`config.mk`:
```
export PLATFORM = sky130hd
export DESIGN_NAME = stack_seq
export DESIGN_NICKNAME = d
export VERILOG_FILES = /design/src/rtl/stack_seq.sv
export SDC_FILE = /design/constraint.sdc
export NUM_CORES = 1
export LEC_CHECK = 0
export ABC_AREA = 1
export BUFFER_PORTS_ARGS = -buffer_cell sky130_fd_sc_hd__buf_2
export CAP_MARGIN = 0
export CORE_MARGIN = 2
export CORE_UTILIZATION = 35
export CTS_CLUSTER_DIAMETER = 50
export DETAILED_ROUTE_END_ITERATION = 6
export SYNTH_ARGS = -nofsm -noshare
export SYNTH_HDL_FRONTEND = slang
export SYNTH_SLANG_ARGS = --single-unit
```
`constraint.sdc`:
```
create_clock -name clk -period 4.5 [get_ports clk]
set_input_delay 0.9 -clock clk [delete_from_list [all_inputs] [get_ports clk]]
set_output_delay 0.9 -clock clk [all_outputs]
set_load 0.05 [all_outputs]
```
`src/rtl/stack_seq.sv`:
```
module stack_seq #(
  parameter int          W      = 16,
  parameter logic [15:0] RST_IP = 16'h0000,
  parameter logic [15:0] RST_CS = 16'h0000,
  parameter logic [15:0] RST_FL = 16'h0000,
  parameter logic [15:0] RST_SP = 16'h0000
) (
  input  logic         clk,
  input  logic         rst_n,
  input  logic         start,
  input  logic [3:0]   cmd,
  input  logic [W-1:0] next_ip,
  input  logic [W-1:0] call_tgt,
  input  logic [W-1:0] vec_cs,
  input  logic [W-1:0] vec_ip,
  output logic [W-1:0] mem_addr,
  output logic         mem_we,
  output logic         mem_re,
  output logic [W-1:0] mem_wdata,
  input  logic [W-1:0] mem_rdata,
  output logic [W-1:0] ip,
  output logic [W-1:0] cs,
  output logic [W-1:0] flags,
  output logic [W-1:0] sp,
  output logic         busy,
  output logic         done
);
  localparam logic [W-1:0] STEP = W'(W / 8);

  typedef enum logic [3:0] {
    S_IDLE, S_CALL, S_RET, S_INT_F, S_INT_C, S_INT_I, S_IRET_I, S_IRET_C, S_IRET_F
  } st_t;

  st_t state;
  logic [W-1:0] nip_h, tgt_h, vcs_h;

  wire cmd_ok = (cmd != 4'd0) && ((cmd & (cmd - 4'd1)) == 4'd0);
  wire push   = (state == S_CALL) || (state == S_INT_F) || (state == S_INT_C) || (state == S_INT_I);

  assign busy     = (state != S_IDLE);
  assign mem_we   = push;
  assign mem_re   = busy && !push;
  assign mem_addr = push ? sp - STEP : sp;

  always_comb begin
    case (state)
      S_INT_F: mem_wdata = flags;
      S_INT_C: mem_wdata = cs;
      default: mem_wdata = nip_h;
    endcase
  end

  always_ff @(posedge clk) begin
    if (!rst_n) begin
      state <= S_IDLE;
      ip    <= RST_IP;
      cs    <= RST_CS;
      flags <= RST_FL;
      sp    <= RST_SP;
      nip_h <= '0;
      tgt_h <= '0;
      vcs_h <= '0;
      done  <= 1'b0;
    end else begin
      done <= 1'b0;
      case (state)
        S_IDLE: if (start && cmd_ok) begin
          nip_h <= next_ip;
          tgt_h <= cmd[0] ? call_tgt : vec_ip;
          vcs_h <= vec_cs;
          if (cmd[0])      state <= S_CALL;
          else if (cmd[1]) state <= S_RET;
          else if (cmd[2]) state <= S_INT_F;
          else             state <= S_IRET_I;
        end
        S_CALL: begin
          sp    <= sp - STEP;
          ip    <= tgt_h;
          done  <= 1'b1;
          state <= S_IDLE;
        end
        S_RET: begin
          ip    <= mem_rdata;
          sp    <= sp + STEP;
          done  <= 1'b1;
          state <= S_IDLE;
        end
        S_INT_F: begin
          sp    <= sp - STEP;
          state <= S_INT_C;
        end
        S_INT_C: begin
          sp    <= sp - STEP;
          state <= S_INT_I;
        end
        S_INT_I: begin
          sp    <= sp - STEP;
          cs    <= vcs_h;
          ip    <= tgt_h;
          done  <= 1'b1;
          state <= S_IDLE;
        end
        S_IRET_I: begin
          ip    <= mem_rdata;
          sp    <= sp + STEP;
          state <= S_IRET_C;
        end
        S_IRET_C: begin
          cs    <= mem_rdata;
          sp    <= sp + STEP;
          state <= S_IRET_F;
        end
        S_IRET_F: begin
          flags <= mem_rdata;
          sp    <= sp + STEP;
          done  <= 1'b1;
          state <= S_IDLE;
        end
        default: state <= S_IDLE;
      endcase
    end
  end

  assert_done_pulse_R6: assert property (@(posedge clk) disable iff (!rst_n)
    done |=> !done);

  assert_push_wrap_R9: assert property (@(posedge clk) disable iff (!rst_n)
    mem_we |=> sp == $past(sp) - STEP);

  assert_pop_wrap_R9: assert property (@(posedge clk) disable iff (!rst_n)
    mem_re |=> sp == $past(sp) + STEP);

  assert_call_target_R2: assert property (@(posedge clk) disable iff (!rst_n)
    (state == S_CALL) |=> (ip == $past(tgt_h) && cs == $past(cs) && flags == $past(flags)));

  assert_vector_load_R4: assert property (@(posedge clk) disable iff (!rst_n)
    (state == S_INT_I) |=> (cs == $past(vcs_h) && ip == $past(tgt_h) && flags == $past(flags)));

  assert_idle_quiet_R8: assert property (@(posedge clk) disable iff (!rst_n)
    (!busy && !(start && cmd_ok)) |=> (!busy && !done && $stable(sp) && $stable(ip)));

  assert_one_access_R6: assert property (@(posedge clk) disable iff (!rst_n)
    !(mem_we && mem_re));
endmodule

```
==> impl_metrics.csv, run 1 <==
group,metric,value,unit
power_and_ir_drop,p_int,2.16,mW
sta,post-route-period-util,0.766,
synth,synth_cells,852,
clock_network,cts-root-buf,"clkbuf_16",
power_and_ir_drop,clockPowerShare,0.416,
critical_path,crit_required,3.60,ns
sta,hold_viol,0,
synth,yosys.area_share.simple,0.256,
global_routing,grt_pass1_vias,5455,
die,ios,187,
sta,fin_setup_tns,0,ns
sta,final-max-slew-violation-count,0,
power_and_ir_drop,seqPwrFrac,0.348,
power_and_ir_drop,switching_share,0.338,
critical_path,cp-end-kind,"output port",
layout,n_antenna_cell,0,
clock_network,htree_num_levels,4,
die,initial_core_util,0.353,
critical_path,path_max_fanout,16,
clock_network,cts_buffers,17,
global_routing,grt_overflow_total,0,
run,max_cap_viol_count,0,
critical_path,crit_arrival,2.55,ns
critical_path,startpoint_type,"register",
power_and_ir_drop,p_per_area,443,nW/um2
routing,dr.pass1.iters,5,
synth,ys_warn_count,0,
clock_network,ctsResizeCount,0,
sta,skew,0.00776,ns
layout,post-route-util,0.449,
routing,drc,0,
clock_network,cts_setup_buffers,0,
routing,routed_via_density,4.83,
clock_network,cts_max_path_buffers,2,
critical_path,critPathKind,"register to output port",
synth,syn_avg_cell_area,6.81,um2
synth,async_reset_ff_frac,0,
run_status,status,"completed",
placement,dp_cells,1211,
die,die_w,133,um
routing,ant_nets,0,
placement,gp_congestion,0.878,
layout,area_delta_synth_final,27.1,%
clock_network,hold_buffers,0,
sta,rsz0062_at_grt,"no",
global_routing,grt_pass1_wl,29600,um
power_and_ir_drop,p_leak,3.43,nW
synth,synth_top_family_by_area,"simple AND/OR/NAND/NOR gates",
power_and_ir_drop,pwr-share-comb,0.236,
global_routing,antenna_found_initial,0,
clock_network,insertion_delay,0.41,ns
power_and_ir_drop,switchingPower,1.11,mW
die,fp.dieH,133,um
sta,worst_pin_slew,1.13,ns
placement,io_buffer_count,184,
routing,wl,18600,um
sta,hold_ws,0.450,ns
sta,setup_violations,0,
synth,synth-edff-count,0,
synth,synth_seq_cells,116,
synth,yosys.area_share.adder,0.00431,
placement,dp_hpwl,13800,um
synth,synth_cell_types,39,
layout,nets,1099,
die,die_area,17600,um2
die,coreArea,16400,um2
layout,final_cell_count_no_fill,1243,
synth,synthXorXnorAreaFrac,0.00906,
clock_network,clock_sinks,116,
sta,min_period,3.45,ns
routing,vias,6000,
global_routing,track_usage,0.215,
layout,fill_cells,1740,
routing,wl_per_cell,14.9,um
synth,synth_ff_type,"dfxtp_1",
hold_path,hp-class,"register to register",
synth,synth_area,5800,um2
synth,muxShareOfSynthArea,0,
global_routing,grt_max_degree,79,
synth,synth_seq_area_share,0.400,
synth,synth_compound_area_frac,0.228,
routing,drt-initial-drc-count,404,
sta,clock.fmax,290,MHz
clock_network,tritoncts,"yes",
clock_network,clk_pin_slew_worst_paths,0.05,ns
layout,drive_gt1_frac,0.236,
power_and_ir_drop,irDropWorstVdd,0.256,mV
sta,relSlewSlack,0.243,
die,rows,47,
==> state kept, by name (all words and copies together) (netlist names) <==
name / count
state: 4
vcs_h: 16
done: 1
ip: 16
nip_h: 16
cs: 16
sp: 15
tgt_h: 16
flags: 16
==> cells by family after synthesis <==
| kind of cell | after synthesis |
|---|---|
| AOI/OAI and AO/OA | 241 |
| xor gates and xnor gates | 6 |
| adders and majority gates | 2 |
| buffers and inverters | 139 |
| DFF | 116 |
| other | 1 |
| and+or+nand+nor | 347 |
==> area by class of cell <==
class / count / area [um2] / area share
Clock inverter: 13 / 159 / 0.0216
Multi-Input combinational cell: 598 / 2890 / 0.392
Sequential cell: 116 / 2320 / 0.315
Inverter: 89 / 337 / 0.0457
Timing Repair Buffer: 188 / 951 / 0.129
Clock buffer: 19 / 433 / 0.0588
Tap cell: 220 / 275 / 0.0374
==> path summary, 6_finish.rpt <==
check / from / cells after the start / slack (ns) / endpoint
max reg2reg: state[2]$_SDFFE_PN0P_ / 6 / 2.11 / cs[6]$_SDFFE_PN0P_
min reg2reg: tgt_h[3]$_SDFFE_PN0P_ / 2 / 0.45 / tgt_h[3]$_SDFFE_PN0P_
max: state[1]$_SDFFE_PN0P_ / 5 / 1.05 / mem_wdata[5]
min: tgt_h[3]$_SDFFE_PN0P_ / 2 / 0.45 / tgt_h[3]$_SDFFE_PN0P_
==> layer usage <==
layer  global-route usage  share of wire  up-vias
li1                     -              -     3130
met1                0.295           0.48     2678
met2                0.342           0.46      176
met3               0.0364          0.048       16
met4               0.0759          0.015        0
met5                    0              0        -
==> placed cells by master, fill, tap and decap left out, types with 5 or more instances in the layout <==
master and count:
o21ai_0 94, o21a_1 6, a21oi_1 91, o21ai_1 9, buf_2 184, clkbuf_16 17
o211ai_1 15, nand3_1 46, xor2_1 5, nor2_1 102, inv_1 79, dfxtp_1 116
inv_2 5, nand2_1 172, nand4_1 5, a211oi_1 19
==> cells in the mapped netlist, types with 5 or more instances <==
cell type,number,area (um2)
o21a_1,6,45.0
nand2_1,172,646
nand3_1,46,230
dfxtp_1,116,2320
o21ai_1,9,45.0
inv_2,5,18.8
o211ai_1,15,113
a211oi_1,19,143
clkbuf_1,21,78.8
o21ai_0,94,470
nand4_1,5,31.3
xor2_1,5,43.8
a21oi_1,91,455
inv_1,79,297
nor2_1,102,383
buf_2,17,85.1
==> stage by stage <==
step,setup slack [ns],area [um2],power [mW]
after floorplan,1.18,5800,1.74
after global placement,1.55,6780,1.93
after global routing,0.741,7370,3.43
after detailed placement,1.46,6780,1.93
after CTS,1.02,7370,3.30
final,1.05,7370,3.27
==> critical path, cell delays in order (launching register included) <==
cell,delay [ns]
dfxtp_1,0.58
nand2_1,0.13
nor2_1,0.88
nand2_1,0.13
o211ai_1,0.13
buf_2,0.29
==> power groups by stage <==
stage	Sequential, mW	Clock (mW)	Combinational, mW
floorplan	1.24	0	0.491
finish	1.14	1.36	0.772
detailed placement	1.16	0	0.775
global route	1.14	1.43	0.851
CTS	1.14	1.38	0.777
global placement	1.16	0	0.774
No activity file was read; power rests on OpenSTA's default activity.
==> run 2: changes to the inputs <==
==> constraint.sdc (replaced) <==
create_clock -name clk -period 3.5 [get_ports clk]
set_input_delay 0.7 -clock clk [delete_from_list [all_inputs] [get_ports clk]]
set_output_delay 0.7 -clock clk [all_outputs]
set_load 0.05 [all_outputs]
==> impl_metrics.csv, run 2 (synthesis results as in run 1) <==
group,metric,value,unit
run_status,status,"completed",
power_and_ir_drop,p_per_area,561,nW/um2
routing,routed_via_density,4.84,
global_routing,antenna_found_initial,0,
critical_path,crit_required,2.80,ns
placement,io_buffer_count,184,
routing,wl,18500,um
die,die_w,133,um
clock_network,tritoncts,"yes",
layout,n_antenna_cell,0,
placement,dp_hpwl,13600,um
clock_network,insertion_delay,0.41,ns
routing,vias,6027,
routing,wl_met1,8440,um
sta,post-route-period-util,0.908,
die,initial_core_util,0.353,
critical_path,cp-end-kind,"output port",
clock_network,clock_sinks,116,
layout,final_common_cell,"buf_2",
critical_path,critPathSlowestCell,"dfxtp_1",
die,ios,187,
sta,final-max-slew-violation-count,0,
power_and_ir_drop,power,4.13,mW
routing,route.met2.wl,8590,um
global_routing,track_usage,0.210,
layout,post-route-util,0.449,
critical_path,crit_chain,"nor2_4 -> nand2_2 -> nand2_4 -> inv_2 -> nand2_4 -> nor2_1 -> a31oi_1 -> buf_2",
sta,relSlewSlack,0.403,
routing,ant_nets,0,
critical_path,crit_arrival,2.48,ns
sta,clock.fmax,315,MHz
sta,hold_viol,0,
critical_path,cp_common_cell,"nand2_4",
layout,area_delta_synth_final,26.9,%
power_and_ir_drop,p_leak,3.43,nW
die,fp.dieH,133,um
routing,top_layer,"met4",
global_routing,grt_overflow_total,0,
die,coreArea,16400,um2
sta,fin_setup_tns,0,ns
sta,min_period,3.18,ns
clock_network,hold_buffers,0,
clock_network,cts_setup_buffers,0,
global_routing,grt_max_degree,80,
critical_path,slowest_delay,0.43,ns
power_and_ir_drop,irDropWorstVdd,0.310,mV
placement,gp_congestion,0.888,
die,die_area,17600,um2
critical_path,critPathKind,"register to output port",
critical_path,cp_top_family,"simple AND/OR/NAND/NOR gates",
clock_network,htree_num_levels,4,
sta,worst_pin_slew,0.894,ns
layout,nets,1101,
routing,drt-initial-drc-count,404,
routing,wl_met3,1120,um
routing,dr.pass1.iters,5,
routing,drc,0,
global_routing,grt_pass1_vias,5549,
clock_network,ctsResizeCount,0,
sta,setup_violations,0,
global_routing,grt_pass1_wl,29400,um
critical_path,startpoint_type,"register",
critical_path,cp.buffers_inverters,2,
die,rows,47,
clock_network,clk_pin_slew_worst_paths,0.05,ns
clock_network,cts_max_path_buffers,2,
sta,rsz0062_at_grt,"no",
layout,drive_gt1_frac,0.235,
hold_path,hp-class,"register to register",
clock_network,cts_buffers,17,
clock_network,cts-root-buf,"clkbuf_16",
run,max_cap_viol_count,0,
layout,final_cell_mix,"buf_2, nand2_1, dfxtp_1, nor2_1, o21ai_0",
sta,skew,0.0140,ns
routing,wl_per_cell,14.9,um
critical_path,path_max_fanout,26,
[run 2: changes by cell type in the layout (fill, tap and decap cells not counted)]
| cell | previous run | this run |
|---|---|---|
| bufinv_16 | 3 | 2 |
| clkinvlp_4 | 3 | 1 |
| buf_4 | 4 | 6 |
| clkbuf_8 | 0 | 2 |
| clkbuf_1 | 2 | 3 |
| inv_6 | 1 | 0 |
[run 2: final cells by class]
type	instances	area, um2
clock inverter	9	105
tap	220	275
fill	1754	9050
timing repair buffer	190	966
sequential	116	2320
clock buffer	22	464
multi-input combinational	598	2890
inverter	89	337
[run 2: final timing paths]
check                                           start                     to  slack [ns]  cells after the start
worst max-delay path            state[1]$_SDFFE_PN0P_            mem_addr[7]        0.32                      8
worst min-delay path            vcs_h[2]$_SDFFE_PN0P_  vcs_h[2]$_SDFFE_PN0P_        0.45                      2
worst max register to register  state[1]$_SDFFE_PN0P_     sp[1]$_SDFFE_PN0P_        1.15                      6
worst min register to register  vcs_h[2]$_SDFFE_PN0P_  vcs_h[2]$_SDFFE_PN0P_        0.45                      2
[run 2: worst reg2reg max path, stage by stage (launching register included)]
cell and delay (ns):
dfxtp_1 0.57, nor2_4 0.17, nand2_2 0.32, nand3_2 0.43, nor2_2 0.49, xor2_1 0.19, nor2_1 0.05
[run 2: power breakdown]
group | switching [mW] | internal, mW | total (mW) | leakage (nW)
Combinational | 0.738 | 0.264 | 1.00 | 2.21
Clock | 0.594 | 1.08 | 1.67 | 0.280
Sequential | 0.0603 | 1.40 | 1.46 | 0.943
Total | 1.39 | 2.74 | 4.13 | 3.43
[run 2: per-layer routing]
layer / global-route usage / up-vias
li1: - / 3122
met1: 0.286 / 2671
met2: 0.333 / 209
met3: 0.0383 / 25
met4: 0.0765 / 0
met5: 0 / -
[run 2: through the flow]
stage,area (um2),hold slack [ns],cells,setup slack (ns)
after global routing,7360,0.465,1244,0.139
final,7360,0.451,1244,0.322
after detailed placement,6790,0.441,1213,0.732
after CTS,7360,0.458,1244,0.284
after global placement,6790,0.435,1213,0.779
after floorplan,5800,0.425,853,0.381
==> run 3: changes to the inputs <==
--- a/config.mk
+++ b/config.mk
@@ -5,7 +5,6 @@
 export SDC_FILE = /design/constraint.sdc
 export NUM_CORES = 1
 export LEC_CHECK = 0
-export ABC_AREA = 1
 export BUFFER_PORTS_ARGS = -buffer_cell sky130_fd_sc_hd__buf_2
 export CAP_MARGIN = 0
 export CORE_MARGIN = 2
==> impl_metrics.csv, run 3 <==
group,metric,value,unit
power_and_ir_drop,switchingPower,1.50,mW
critical_path,startpoint_type,"register",
routing,drc,0,
synth,synth_top_area_frac,0.402,
power_and_ir_drop,p_leak,3.52,nW
routing,wl,17800,um
die,coreArea,16000,um2
power_and_ir_drop,irDropWorstVdd,0.355,mV
synth,yosysTopAreaCell,"dfxtp_1",
sta,worst_pin_slew,1.11,ns
routing,dr.pass1.iters,5,
hold_path,hp-start,"ip[12]$_SDFFE_PN0P_",
clock_network,clk_pin_slew_worst_paths,0.06,ns
layout,nets,948,
synth,ys_warn_count,0,
sta,hold_viol,0,
clock_network,hold_buffers,0,
critical_path,critPathKind,"register to output port",
global_routing,grt_overflow_total,0,
critical_path,r2r_slack,1.02,ns
layout,fill_cells,1639,
synth,synthTopCellsByCount,"nand2_1, dfxtp_1, nand3_1",
synth,syn_avg_cell_area,8.26,um2
synth,yosysMostFrequentCell,"nand2_1",
clock_network,cts_setup_buffers,0,
die,die_w,133,um
synth,async_reset_ff_frac,0,
sta,post-route-period-util,0.944,
clock_network,insertion_delay,0.41,ns
hold_path,hold-path-endpoint,"ip[12]$_SDFFE_PN0P_",
die,die_area,17600,um2
critical_path,crit_required,2.80,ns
sta,hold_ws,0.450,ns
power_and_ir_drop,switching_share,0.337,
sta,rsz0062_at_grt,"no",
layout,area_delta_synth_final,29.7,%
sta,skew,0.00659,ns
power_and_ir_drop,seqPwrFrac,0.336,
critical_path,worstRegToRegCells,6,
clock_network,cts-root-buf,"clkbuf_16",
run,max_cap_viol_count,0,
synth,synth_cells,700,
global_routing,antenna_found_initial,3,
synth,synth_seq_cells,116,
critical_path,timing.rr.start,"state[1]$_SDFFE_PN0P_",
power_and_ir_drop,p_int,2.95,mW
global_routing,grt_max_degree,62,
placement,dp_hpwl,12900,um
layout,final_cell_mix,"buf_2, nand2_1, dfxtp_1, nand3_1",
clock_network,cts_max_path_buffers,2,
layout,drive_gt1_frac,0.291,
clock_network,tritoncts,"yes",
global_routing,grt_pass1_vias,5293,
layout,multi_input_area,3170,um2
sta,worst_slack,0.194,ns
synth,synthTopCellsByArea,"dfxtp_1, nand2_1, mux2i_1",
run_status,status,"completed",
synth,synth_ff_type,"dfxtp_1",
placement,pre_cts_slack,0.623,ns
routing,ant_nets,0,
power_and_ir_drop,p_per_area,593,nW/um2
routing,vias,5597,
die,fp.dieH,133,um
synth,synth_seq_area_share,0.402,
sta,setup_violations,0,
critical_path,cp-end-kind,"output port",
hold_path,hp-class,"register to register",
placement,gp_congestion,0.823,
clock_network,htree_num_levels,4,
die,initial_core_util,0.361,
routing,routed_via_density,5.13,
clock_network,clock_sinks,116,
layout,final_common_cell,"buf_2",
power_and_ir_drop,pwr-share-comb,0.246,
synth,synth-edff-count,0,
power_and_ir_drop,clockPowerShare,0.419,
synth,synth_cell_types,66,
critical_path,r2r-end,"sp[14]$_SDFFE_PN0P_",
sta,relSlewSlack,0.258,
routing,drt-initial-drc-count,314,
die,ios,187,
synth,synth_area,5780,um2
global_routing,grt_pass1_wl,28500,um
sta,final-max-slew-violation-count,0,
clock_network,ctsResizeCount,0,
routing,wl_per_cell,16.4,um
sta,min_period,3.31,ns
sta,fin_setup_tns,0,ns
critical_path,crit_arrival,2.61,ns
critical_path,path_max_fanout,14,
clock_network,cts_buffers,17,
die,rows,46,
hold_path,worstHoldPathCells,2,
global_routing,track_usage,0.205,
placement,io_buffer_count,184,
sta,clock.fmax,303,MHz
layout,regArea,2320,um2
power_and_ir_drop,power,4.44,mW
==> run 3: cells by family (layout without fill, tap and decap cells) <==
kind of cell,Yosys count,in the layout,share of synthesized area
and+or+nand+nor,302,302,0.248
AOI/OAI and AO/OA,148,148,0.192
DFF,116,116,0.402
buffers and inverters,71,242,0.0524
muxes,33,33,0.0573
xor gates and xnor gates,27,27,0.0435
adders and majority gates,2,2,0.00433
other,1,4,0.000649
==> run 3: worst max path at each step <==
stage | startpoint | end | slack (ns) | cells after the start
6_report | state[2]$_SDFFE_PN0P_ | mem_addr[9] | 0.19 | 6
5_1_grt | state[2]$_SDFFE_PN0P_ | mem_addr[11] | 0.01 | 5
4_1_cts | state[2]$_SDFFE_PN0P_ | mem_addr[11] | 0.16 | 5
3_5_place_dp | state[2]$_SDFFE_PN0P_ | mem_addr[11] | 0.62 | 5
3_3_place_gp | state[2]$_SDFFE_PN0P_ | mem_addr[11] | 0.67 | 5
2_1_floorplan | sp[8]$_SDFFE_PN0P_ | mem_addr[15] | 0.32 | 6
==> run 3: worst max-delay path, cell delays in order (launching register included) <==
cell and delay, ns:
dfxtp_1 0.65, nor2_1 0.13, or4b_1 0.63, buf_4 0.23, nor2_1 0.13, xor2_1 0.15, buf_2 0.28
==> run 3: area by class of cell <==
class	instances	area share
tap	216	0.0360
antenna	2	0.000667
clock buffer	20	0.0609
multi-input combinational	514	0.423
timing repair buffer	200	0.141
inverter	10	0.00501
clock inverter	12	0.0237
sequential	116	0.310
==> run 3: power groups by stage <==
stage               Clock [mW]  Sequential (mW)  Combinational, mW
floorplan                    0             1.61              0.722
finish                    1.86             1.49               1.09
global placement             0             1.52               1.09
CTS                       1.90             1.49               1.10
global route              1.95             1.51               1.17
detailed placement           0             1.52               1.10
==> run 3: per-stage QoR <==
step | utilization | instances | area, um2
final | 0.469 | 1090 | 7500
after global routing | 0.468 | 1088 | 7490
after CTS | 0.468 | 1088 | 7490
after detailed placement | 0.429 | 1056 | 6860
after global placement | 0.429 | 1056 | 6860
after floorplan | - | 701 | 5790
==> run 3: metal layers <==
| metal | share of wire | up-vias | GRT usage |
|---|---|---|---|
| met4 | 0.012 | 2 | 0.0585 |
| met1 | 0.43 | 2612 | 0.253 |
| met3 | 0.077 | 17 | 0.0739 |
| li1 | - | 2784 | - |
| met5 | 0.00073 | - | 0 |
| met2 | 0.48 | 182 | 0.337 |
